<file path="src/rtl/ost_pkg.sv">
// Shared types for the one-shot timer channel.
package ost_pkg;
    typedef enum logic [1:0] {
        ST_OFF   = 2'd0,
        ST_ARMED = 2'd1,
        ST_RUN   = 2'd2
    } ost_state_e;
endpackage

</file>
<file path="src/rtl/ost_in_cond.sv">
// Trigger input conditioning: a synchroniser chain, an optional glitch filter
// that needs FILT_SAMPLES extra agreeing samples, and a rising-edge detector.
// Assumes SYNC_STAGES >= 2 and FILT_SAMPLES >= 1. All logic runs on clk.
module ost_in_cond #(
    parameter int SYNC_STAGES  = 2,
    parameter int FILT_SAMPLES = 2
) (
    input  logic clk,
    input  logic rst_n,
    input  logic tin_i,
    input  logic filt_en_i,
    output logic rise_o
);
    localparam int WIN_W = FILT_SAMPLES + 1;

    logic [SYNC_STAGES-1:0]  sync_q;
    logic [FILT_SAMPLES-1:0] hist_q;
    logic [WIN_W-1:0]        window;
    logic                    synced;
    logic                    accepted;
    logic                    clean_q;
    logic                    prev_q;

    assign synced = sync_q[SYNC_STAGES-1];
    assign window = {hist_q, synced};

    // Shift the raw input through the synchroniser chain.
    always_ff @(posedge clk) begin
        if (!rst_n) sync_q <= '0;
        else        sync_q <= {sync_q[SYNC_STAGES-2:0], tin_i};
    end

    // Keep the recent history of synchronised samples for the filter.
    always_ff @(posedge clk) begin
        if (!rst_n) hist_q <= '0;
        else        hist_q <= window[FILT_SAMPLES-1:0];
    end

    // Filtered level changes only when the whole window agrees.
    always_comb begin
        if (&window)       accepted = 1'b1;
        else if (~|window) accepted = 1'b0;
        else               accepted = clean_q;
    end

    // Register the chosen level and its previous value for edge detection.
    always_ff @(posedge clk) begin
        if (!rst_n) begin
            clean_q <= 1'b0;
            prev_q  <= 1'b0;
        end else begin
            clean_q <= filt_en_i ? accepted : synced;
            prev_q  <= clean_q;
        end
    end

    assign rise_o = clean_q & ~prev_q;
endmodule

</file>
<file path="src/rtl/ost_counter.sv">
// Count register: park to all ones, load reload value, or decrement.
// Assumes the control never asks for load and decrement in one cycle.
module ost_counter #(
    parameter int CNT_W = 16
) (
    input  logic             clk,
    input  logic             rst_n,
    input  logic             park_i,
    input  logic             load_i,
    input  logic             dec_i,
    input  logic [CNT_W-1:0] reload_i,
    output logic [CNT_W-1:0] count_o,
    output logic             zero_o
);
    localparam logic [CNT_W-1:0] ONE = CNT_W'(1);

    logic [CNT_W-1:0] cnt_q;

    // Update the count; park has priority over load, load over decrement.
    always_ff @(posedge clk) begin
        if (!rst_n)      cnt_q <= '1;
        else if (park_i) cnt_q <= '1;
        else if (load_i) cnt_q <= reload_i;
        else if (dec_i)  cnt_q <= cnt_q - ONE;
    end

    assign count_o = cnt_q;
    assign zero_o  = (cnt_q == '0);
endmodule

</file>
<file path="src/rtl/ost_ctrl.sv">
// Channel sequencer: off / armed-waiting / running. It issues the counter
// commands and the registered one-cycle expiry interrupt. Stop overrides all.
module ost_ctrl
    import ost_pkg::*;
(
    input  logic clk,
    input  logic rst_n,
    input  logic start_i,
    input  logic stop_i,
    input  logic rise_i,
    input  logic cnt_en_i,
    input  logic zero_i,
    output logic load_o,
    output logic dec_o,
    output logic park_o,
    output logic enabled_o,
    output logic irq_o
);
    ost_state_e state_q, state_d;
    logic       running;
    logic       expire;
    logic       irq_q;

    assign running = (state_q == ST_RUN);
    assign expire  = running && cnt_en_i && zero_i;

    // Counter commands for this cycle.
    always_comb begin
        load_o = (state_q == ST_ARMED) && rise_i && !stop_i;
        dec_o  = running && cnt_en_i && !zero_i && !stop_i;
        park_o = stop_i || expire;
    end

    // Next-state selection.
    always_comb begin
        state_d = state_q;
        if (stop_i) begin
            state_d = ST_OFF;
        end else begin
            case (state_q)
                ST_OFF:   if (start_i) state_d = ST_ARMED;
                ST_ARMED: if (rise_i)  state_d = ST_RUN;
                ST_RUN:   if (expire)  state_d = ST_ARMED;
                default:  state_d = ST_OFF;
            endcase
        end
    end

    // State and interrupt registers.
    always_ff @(posedge clk) begin
        if (!rst_n) begin
            state_q <= ST_OFF;
            irq_q   <= 1'b0;
        end else begin
            state_q <= state_d;
            irq_q   <= expire && !stop_i;
        end
    end

    assign enabled_o = (state_q != ST_OFF);
    assign irq_o     = irq_q;
endmodule

</file>
<file path="src/rtl/edge_oneshot_timer.sv">
// Top of the one-shot channel: input conditioning, sequencer and count
// register. Assumes tin_i may be fully asynchronous to clk.
module edge_oneshot_timer #(
    parameter int CNT_W        = 16,
    parameter int SYNC_STAGES  = 2,
    parameter int FILT_SAMPLES = 2
) (
    input  logic             clk,
    input  logic             rst_n,
    input  logic             cnt_en_i,
    input  logic             start_i,
    input  logic             stop_i,
    input  logic [CNT_W-1:0] reload_i,
    input  logic             tin_i,
    input  logic             filt_en_i,
    output logic [CNT_W-1:0] count_o,
    output logic             enabled_o,
    output logic             irq_o
);
    logic rise;
    logic load;
    logic dec;
    logic park;
    logic zero;

    ost_in_cond #(
        .SYNC_STAGES (SYNC_STAGES),
        .FILT_SAMPLES(FILT_SAMPLES)
    ) in_cond_i (
        .clk      (clk),
        .rst_n    (rst_n),
        .tin_i    (tin_i),
        .filt_en_i(filt_en_i),
        .rise_o   (rise)
    );

    ost_ctrl ctrl_i (
        .clk      (clk),
        .rst_n    (rst_n),
        .start_i  (start_i),
        .stop_i   (stop_i),
        .rise_i   (rise),
        .cnt_en_i (cnt_en_i),
        .zero_i   (zero),
        .load_o   (load),
        .dec_o    (dec),
        .park_o   (park),
        .enabled_o(enabled_o),
        .irq_o    (irq_o)
    );

    ost_counter #(
        .CNT_W(CNT_W)
    ) counter_i (
        .clk     (clk),
        .rst_n   (rst_n),
        .park_i  (park),
        .load_i  (load),
        .dec_i   (dec),
        .reload_i(reload_i),
        .count_o (count_o),
        .zero_o  (zero)
    );
endmodule

</file>
<file path="config.mk">
export PLATFORM = sky130hd
export DESIGN_NAME = edge_oneshot_timer
export DESIGN_NICKNAME = d
export VERILOG_FILES = /design/src/rtl/ost_pkg.sv /design/src/rtl/ost_in_cond.sv /design/src/rtl/ost_counter.sv /design/src/rtl/ost_ctrl.sv /design/src/rtl/edge_oneshot_timer.sv
export SDC_FILE = /design/constraint.sdc
export NUM_CORES = 1
export LEC_CHECK = 0
export BUFFER_PORTS_ARGS = -buffer_cell sky130_fd_sc_hd__buf_2
export CAP_MARGIN = 10
export CORE_AREA = 4 4 50 70
export CTS_BUF_LIST = sky130_fd_sc_hd__clkbuf_8
export CTS_CLUSTER_SIZE = 40
export DETAILED_ROUTE_END_ITERATION = 10
export DIE_AREA = 0 0 54 74
export PLACE_DENSITY = 0.81
export REMOVE_ABC_BUFFERS = 1
export SYNTH_ARGS = -nofsm -noshare
export SYNTH_HDL_FRONTEND = slang
export SYNTH_SLANG_ARGS = --single-unit
export TNS_END_PERCENT = 50
</file>
<file path="constraint.sdc">
create_clock -name clk -period 1.69 [get_ports clk]
set_input_delay 0.169 -clock clk [delete_from_list [all_inputs] [get_ports clk]]
set_output_delay 0.169 -clock clk [all_outputs]
set_load 0.005 [all_outputs]
</file>
==> flow_summary.toml, run 1 <==
[run_status]
status = "finished, violations left"
violations = "setup timing"

[critical_path]
timing.critical_path.from = "counter_i.count_o[1]$_SDFFE_PP1P_"
crit_fanout = 5
r2r_start = "counter_i.count_o[1]$_SDFFE_PP1P_"
critPathArrivalTime_ns = 2.08
timing.rr.end = "counter_i.count_o[12]$_SDFFE_PP1P_"
crit_top_cell = "nand3_2"
crit_path_end = "counter_i.count_o[12]$_SDFFE_PP1P_"
worstPathCellList = "inv_2, ha_4, nor3b_4, nand3_4, buf_6, or4_4, nand3_2, nand3_2"
path_delay_family = "simple AND/OR/NAND/NOR gates"
critPathBufInv = 2
ff2ff_setup_slack_ns = -0.22
cp.depth = 8
end_kind = "flip-flop"
startpoint_type = "flip-flop"
timing.critical_path.slowest_stage_cell = "or4_4"
critPathRequiredTime_ns = 1.85
path_class = "flip-flop to flip-flop"
critPathMaxStageDelay_ns = 0.48
rr_worst_depth = 8

[synth]
synth_flop_cell = "dfxtp_1"
synthCells = 163
syn_area_per_cell_um2 = 8.34
syn_area_um2 = 1360
synth-edff-count = 0
ys_async_sr_fraction_pct = 0
ys_seq_elements = 25
ys_types = 46
synth_warnings = 0
yosysSeqAreaShare_pct = 36.8

[drt]
drtIter0Drc = 78
ant_nets = 0
drc = 0
first_pass_iters = 4
num_vias = 1714
routedWlPerCell_um = 18.0
via_per_inst = 5.99
totalWireLength_um = 5160

[floorplan]
rows = 23
die_h_um = 74
dieArea_um2 = 4000
die_x_um = 54
core_um2 = 2850
start_util_pct = 47.7
io_pins = 41

[timing]
fin_crit_ns = 1.91
grt_setup_unrepaired = "yes"
setup_violations = 18
fin_crit_sh_pct = 113
layout_setup_ws_ns = -0.221
fin_worst_skew_ns = 0.00342
slew_headroom_pct = 74.7
hold_violations = 0
fin_hold_ws_ns = 0.105
worstMarginPinSlew_ns = 0.377
fin_setup_tns_ns = -2.53
slew_viol_final = 0
max_freq_ghz = 0.523

[min_path]
min_from = "tin_i"
hold_depth = 2
hp-class = "primary input to flip-flop"

[global_routing]
grt_antenna_before_repair = 0
grt_first_pass_wirelength_um = 7540
grt_max_degree = 14
grt-ovfl-total = 0
grt_pass1_vias = 1703
grt_use_total_pct = 24.8

[clock_tree]
cts.clk_slew.worst_paths_ns = 0.09
numCtsBuffers = 3
clock-root-buffer = "clkbuf_8"
clockBufferDepth = 2
worstSkewPairLatency_ns = 0.27
clock-sinks = 25
tritoncts = "done"
htree_levels = 1

[power_and_ir_drop]
intPower_uw = 799
ir_drop_mv = 0.364
pwr-share-seq_pct = 58.2
p_switching_uw = 228
p_leak_uw = 0.000957
swShare_pct = 22.2
power.clock.fraction_pct = 34.1
power_density_nw_per_um2 = 469
pwr-share-comb_pct = 7.7

[cells_and_area]
stdcell_area_um2 = 2190
nets = 274
diodes = 0
area_growth_pct = 61.1
fill_cells = 199
drive_gt1_share_pct = 51.0

[placed_design]
postPlaceCellArea_um2 = 1870
dp_hpwl_um = 3100
io_buffers = 40
place_congestion = 0.916

[job]
drv_cap = 0
metrics by stage:
stage	util, %	total power [uW]	worst slack, ns	cells
after floorplan	-	637	-0.384	155
after global placement	65.7	681	-0.163	272
after detailed placement	65.7	682	-0.266	272
after CTS	72.4	1020	-0.144	281
after global routing	76.9	1060	-0.303	286
final	76.9	1030	-0.221	286
cell type report:
class / instances / area [um2] / area share, %
Inverter: 5 / 18.8 / 0.857
Clock inverter: 1 / 3.75 / 0.171
Timing Repair Buffer: 90 / 606 / 27.6
Multi-Input combinational cell: 125 / 971 / 44.3
Sequential cell: 25 / 504 / 23.0
Clock buffer: 3 / 41.3 / 1.88
Tap cell: 37 / 46.3 / 2.11
state kept, by name, indices dropped and copies added (netlist names):
register,flops
ctrl_i.state_q,2
in_cond_i.prev_q,1
in_cond_i.sync_q,2
in_cond_i.clean_q,1
counter_i.count_o,16
ctrl_i.irq_o,1
in_cond_i.hist_q,2
placed cells by master (no fill, tap or decap), types with 3 or more instances in the layout:
master | Yosys | routed
buf_2 | 7 | 40
inv_1 | 5 | 4
nor2b_1 | 4 | 4
clkbuf_8 | 0 | 3
buf_6 | 0 | 8
o211ai_1 | 5 | 5
nand3_2 | 0 | 3
nor2_1 | 15 | 15
nand3_1 | 16 | 12
a21oi_1 | 10 | 8
dfxtp_2 | 0 | 3
o31ai_1 | 4 | 3
nor3_1 | 6 | 4
dfxtp_1 | 25 | 22
nand2_1 | 10 | 9
and2_1 | 6 | 6
o21ai_1 | 3 | 3
buf_4 | 0 | 42
mux2i_1 | 5 | 5
or3_1 | 3 | 3
cell usage after synthesis (2+ instances only):
cell type | count | share of area [%]
a21o_1 | 2 | 1.1
a21oi_1 | 10 | 3.7
a221oi_1 | 2 | 1.3
and2_1 | 6 | 2.8
buf_2 | 7 | 2.6
dfxtp_1 | 25 | 37
inv_1 | 5 | 1.4
mux2i_1 | 5 | 3.7
nand2_1 | 10 | 2.8
nand3_1 | 16 | 5.9
nand3b_1 | 2 | 1.1
nor2_1 | 15 | 4.1
nor2b_1 | 4 | 1.8
nor3_1 | 6 | 2.2
nor4_1 | 2 | 0.92
o211ai_1 | 5 | 2.8
o21ai_0 | 4 | 1.5
o21ai_1 | 3 | 1.1
o31ai_1 | 4 | 2.2
or2_2 | 2 | 0.92
or3_1 | 3 | 1.4
repair_timing:
action / CTS / global route
pin swaps: 5 / 14
setup buffers: 5 / 5
endpoints found under the setup margin: 18 / 19
gates resized for setup: 26 / 20
hold buffers: 0 / 0
per-layer routing:
layer  up-vias  GRT usage (%)  share of wire [%]
met4         0           11.9                5.7
met2       112           43.1                 50
met3        32           3.21                7.5
met5         -              0                  0
met1       793           29.3                 36
li1        777              -                  -
worst min-delay path by stage:
stage	slack, ns	to
floorplan	0.29	in_cond_i.sync_q[0]$_SDFF_PN0_
global placement	0.38	in_cond_i.sync_q[0]$_SDFF_PN0_
detailed placement	0.38	in_cond_i.sync_q[0]$_SDFF_PN0_
CTS	0.11	in_cond_i.sync_q[0]$_SDFF_PN0_
global route	0.12	counter_i.count_o[6]$_SDFFE_PP1P_
finish	0.10	in_cond_i.sync_q[0]$_SDFF_PN0_
power by group through the flow:
stage / clock, uW / sequential, uW / combinational, uW
2_1_floorplan: 0 / 611 / 26.2
3_3_place_gp: 0 / 611 / 69.4
3_5_place_dp: 0 / 612 / 70.9
4_1_cts: 351 / 598 / 74.7
5_1_grt: 373 / 598 / 86.7
6_report: 350 / 598 / 78.9
kinds of logic (layout without fill, tap and decap cells):
| group | after synthesis | after routing | synth area share, % |
|---|---|---|---|
| mux | 6 | 6 | 4.51 |
| compound gates | 43 | 43 | 23.0 |
| fa+ha+maj | 1 | 1 | 0.920 |
| simple gates | 75 | 75 | 30.5 |
| buf+inv | 13 | 99 | 4.23 |
| flops | 25 | 25 | 36.8 |
(Power assumes the default switching activity.)
==> run 2, diff against run 1 <==
Settings changed: CORE_AREA 4 4 50 70 to 4 4 47 65, DIE_AREA 0 0 54 74 to 0 0 51 69, PLACE_DENSITY 0.81 to 0.88.
Clock period 1.69 ns to 2.2 ns, I/O delays scaled along.
==> run 2 against run 1 <==
The flow now finishes without violations. Final area fell by 23%. Routed wire length fell by 29%. Maximum frequency shrank 6.5%. Highest routed layer unchanged. First-iteration DRC count shrank 40%. Sequential cell count unchanged. Hold slack improved by 0.049 ns. Clock power decreased by 23%. Sequential power shrank 23%. Sequential share of layout area increased by 6.8 points. Critical path depth did not move. Via count decreased by 17%.
==> flow_summary.toml, run 2 (synthesis results as in run 1) <==
[power_and_ir_drop]
p_leak_uw = 0.000697
pwr-share-comb_pct = 6.3
intPower_uw = 607
pwr-share-seq_pct = 58.9
power_density_nw_per_um2 = 465
p_switching_uw = 173
ir_drop_mv = 0.367
swShare_pct = 22.2
power.clock.fraction_pct = 34.8
finalPower_uw = 780

[floorplan]
start_util_pct = 55.7
core_um2 = 2440
rows = 21
die_h_um = 69
io_pins = 41
dieArea_um2 = 3520
die_x_um = 51

[placed_design]
dp.cells = 236
dp_hpwl_um = 2770
io_buffers = 40
place_congestion = 0.936

[cells_and_area]
final_common_cell = "buf_2"
largest_reg_flops = 16
drive_gt1_share_pct = 30.1
final_core_util_pct = 68.6
mostFrequentLayoutCells = "40 x buf_2, 25 x dfxtp_1, 15 x nor2_1, 15 x nand3_1"
diodes = 0
area_growth_pct = 23.3
nets = 231
stdcell_count = 240

[global_routing]
grt-ovfl-total = 0
grt_first_pass_wirelength_um = 6030
grt_use_total_pct = 21.4
grt_antenna_before_repair = 0
grt_pass1_vias = 1416
grt_max_degree = 18

[min_path]
hp-class = "primary input to flip-flop"
hold_depth = 2

[run_status]
status = "finished, final reports clean"

[drt]
ant_nets = 0
routedWlPerCell_um = 15.3
drtIter0Drc = 47
first_pass_iters = 4
drc = 0
totalWireLength_um = 3660
via_per_inst = 5.90
num_vias = 1417

[clock_tree]
worstSkewPairLatency_ns = 0.27
clock-root-buffer = "clkbuf_8"
clock-sinks = 25
post-cts-setup-buffers = 0
htree_levels = 1
clockBufferDepth = 2
numCtsBuffers = 3
tritoncts = "done"
cts.clk_slew.worst_paths_ns = 0.09
ctsHoldBuffers = 0

[timing]
setup_violations = 0
fin_crit_ns = 2.04
slew_headroom_pct = 61.7
hold_violations = 0
fin_worst_skew_ns = 0.00374
max_freq_ghz = 0.489
fin_crit_sh_pct = 92.9
worstMarginPinSlew_ns = 0.574
slew_viol_final = 0

[critical_path]
path_class = "flip-flop to flip-flop"
crit_top_cell = "nand3_1"
critPathRequiredTime_ns = 2.37
startpoint_type = "flip-flop"
critPathArrivalTime_ns = 2.21
end_kind = "flip-flop"
timing.critical_path.slowest_stage_cell = "or4_1"
rr_worst_depth = 8
worstPathCellList = "inv_1, ha_1, nor3b_4, nand3_2, buf_4, or4_1, nand3_1, nand3_1"
crit_fanout = 6
critPathMaxStageDelay_ns = 0.46

[job]
drv_cap = 0
[run 2: changes by cell type in the layout (fill, tap and decap cells not counted), sizes merged]
cell and delta:
buf -43
[run 2: power groups by stage]
stage                     Clock (uW)  Sequential [uW]  Combinational, uW
after CTS                        273              459               48.9
after detailed placement           0              470               48.2
after global routing             292              460               53.9
final                            271              459               49.1
after global placement             0              470               45.4
after floorplan                    0              469               20.1
[run 2: cell type report]
| cell class | instances | area (um2) |
|---|---|---|
| clock buffers | 3 | 41.3 |
| well taps | 34 | 42.5 |
| clock inverters | 1 | 3.75 |
| inverters | 5 | 18.8 |
| multi-input cells | 125 | 817 |
| fillers | 212 | 767 |
| flip-flops and latches | 25 | 500 |
| repair buffers | 47 | 253 |
[run 2: stage by stage]
step	setup slack (ns)	area, um2	setup TNS (ns)	hold WS [ns]
floorplan	0.126	1320	0	0.342
global placement	0.167	1620	0	0.425
detailed placement	-0.00422	1620	-0.00422	0.434
CTS	0.0892	1670	0	0.156
global route	-0.00998	1680	-0.00998	0.157
finish	0.155	1680	0	0.154
[run 2: metal layers]
layer | vias up | part of all wire [%] | global-route usage (%)
li1 | 690 | - | -
met1 | 682 | 40 | 22.7
met2 | 38 | 54 | 39.7
met3 | 7 | 4.0 | 3.23
met4 | 0 | 2.1 | 8.98
met5 | - | 0 | 0
[run 2: path summary, 6_finish.rpt]
path | start | end | slack, ns
worst max register to register | counter_i.count_o[0]$_SDFFE_PP1P_ | counter_i.count_o[12]$_SDFFE_PP1P_ | 0.16
worst min register to register | in_cond_i.sync_q[0]$_SDFF_PN0_ | in_cond_i.sync_q[1]$_SDFF_PN0_ | 0.44
worst min-delay path | tin_i | in_cond_i.sync_q[0]$_SDFF_PN0_ | 0.15
worst max-delay path | counter_i.count_o[0]$_SDFFE_PP1P_ | counter_i.count_o[12]$_SDFFE_PP1P_ | 0.16
[run 2: critical path: cells and delay by family, from the launching register on]
kind,cells,cell delay [ns]
buffers and inverters,2,0.32
flip-flops,1,0.35
AND/OR/NAND/NOR,5,1.07
adder cells (fa/ha/maj),1,0.22
[run 2: what timing repair did]
| item | in CTS | in global routing |
|---|---|---|
| cloned | 0 | 0 |
| setup endpoints to repair | 8 | 6 |
| endpoints found under the hold margin | 0 | 0 |
| gates resized for setup | 1 | 2 |
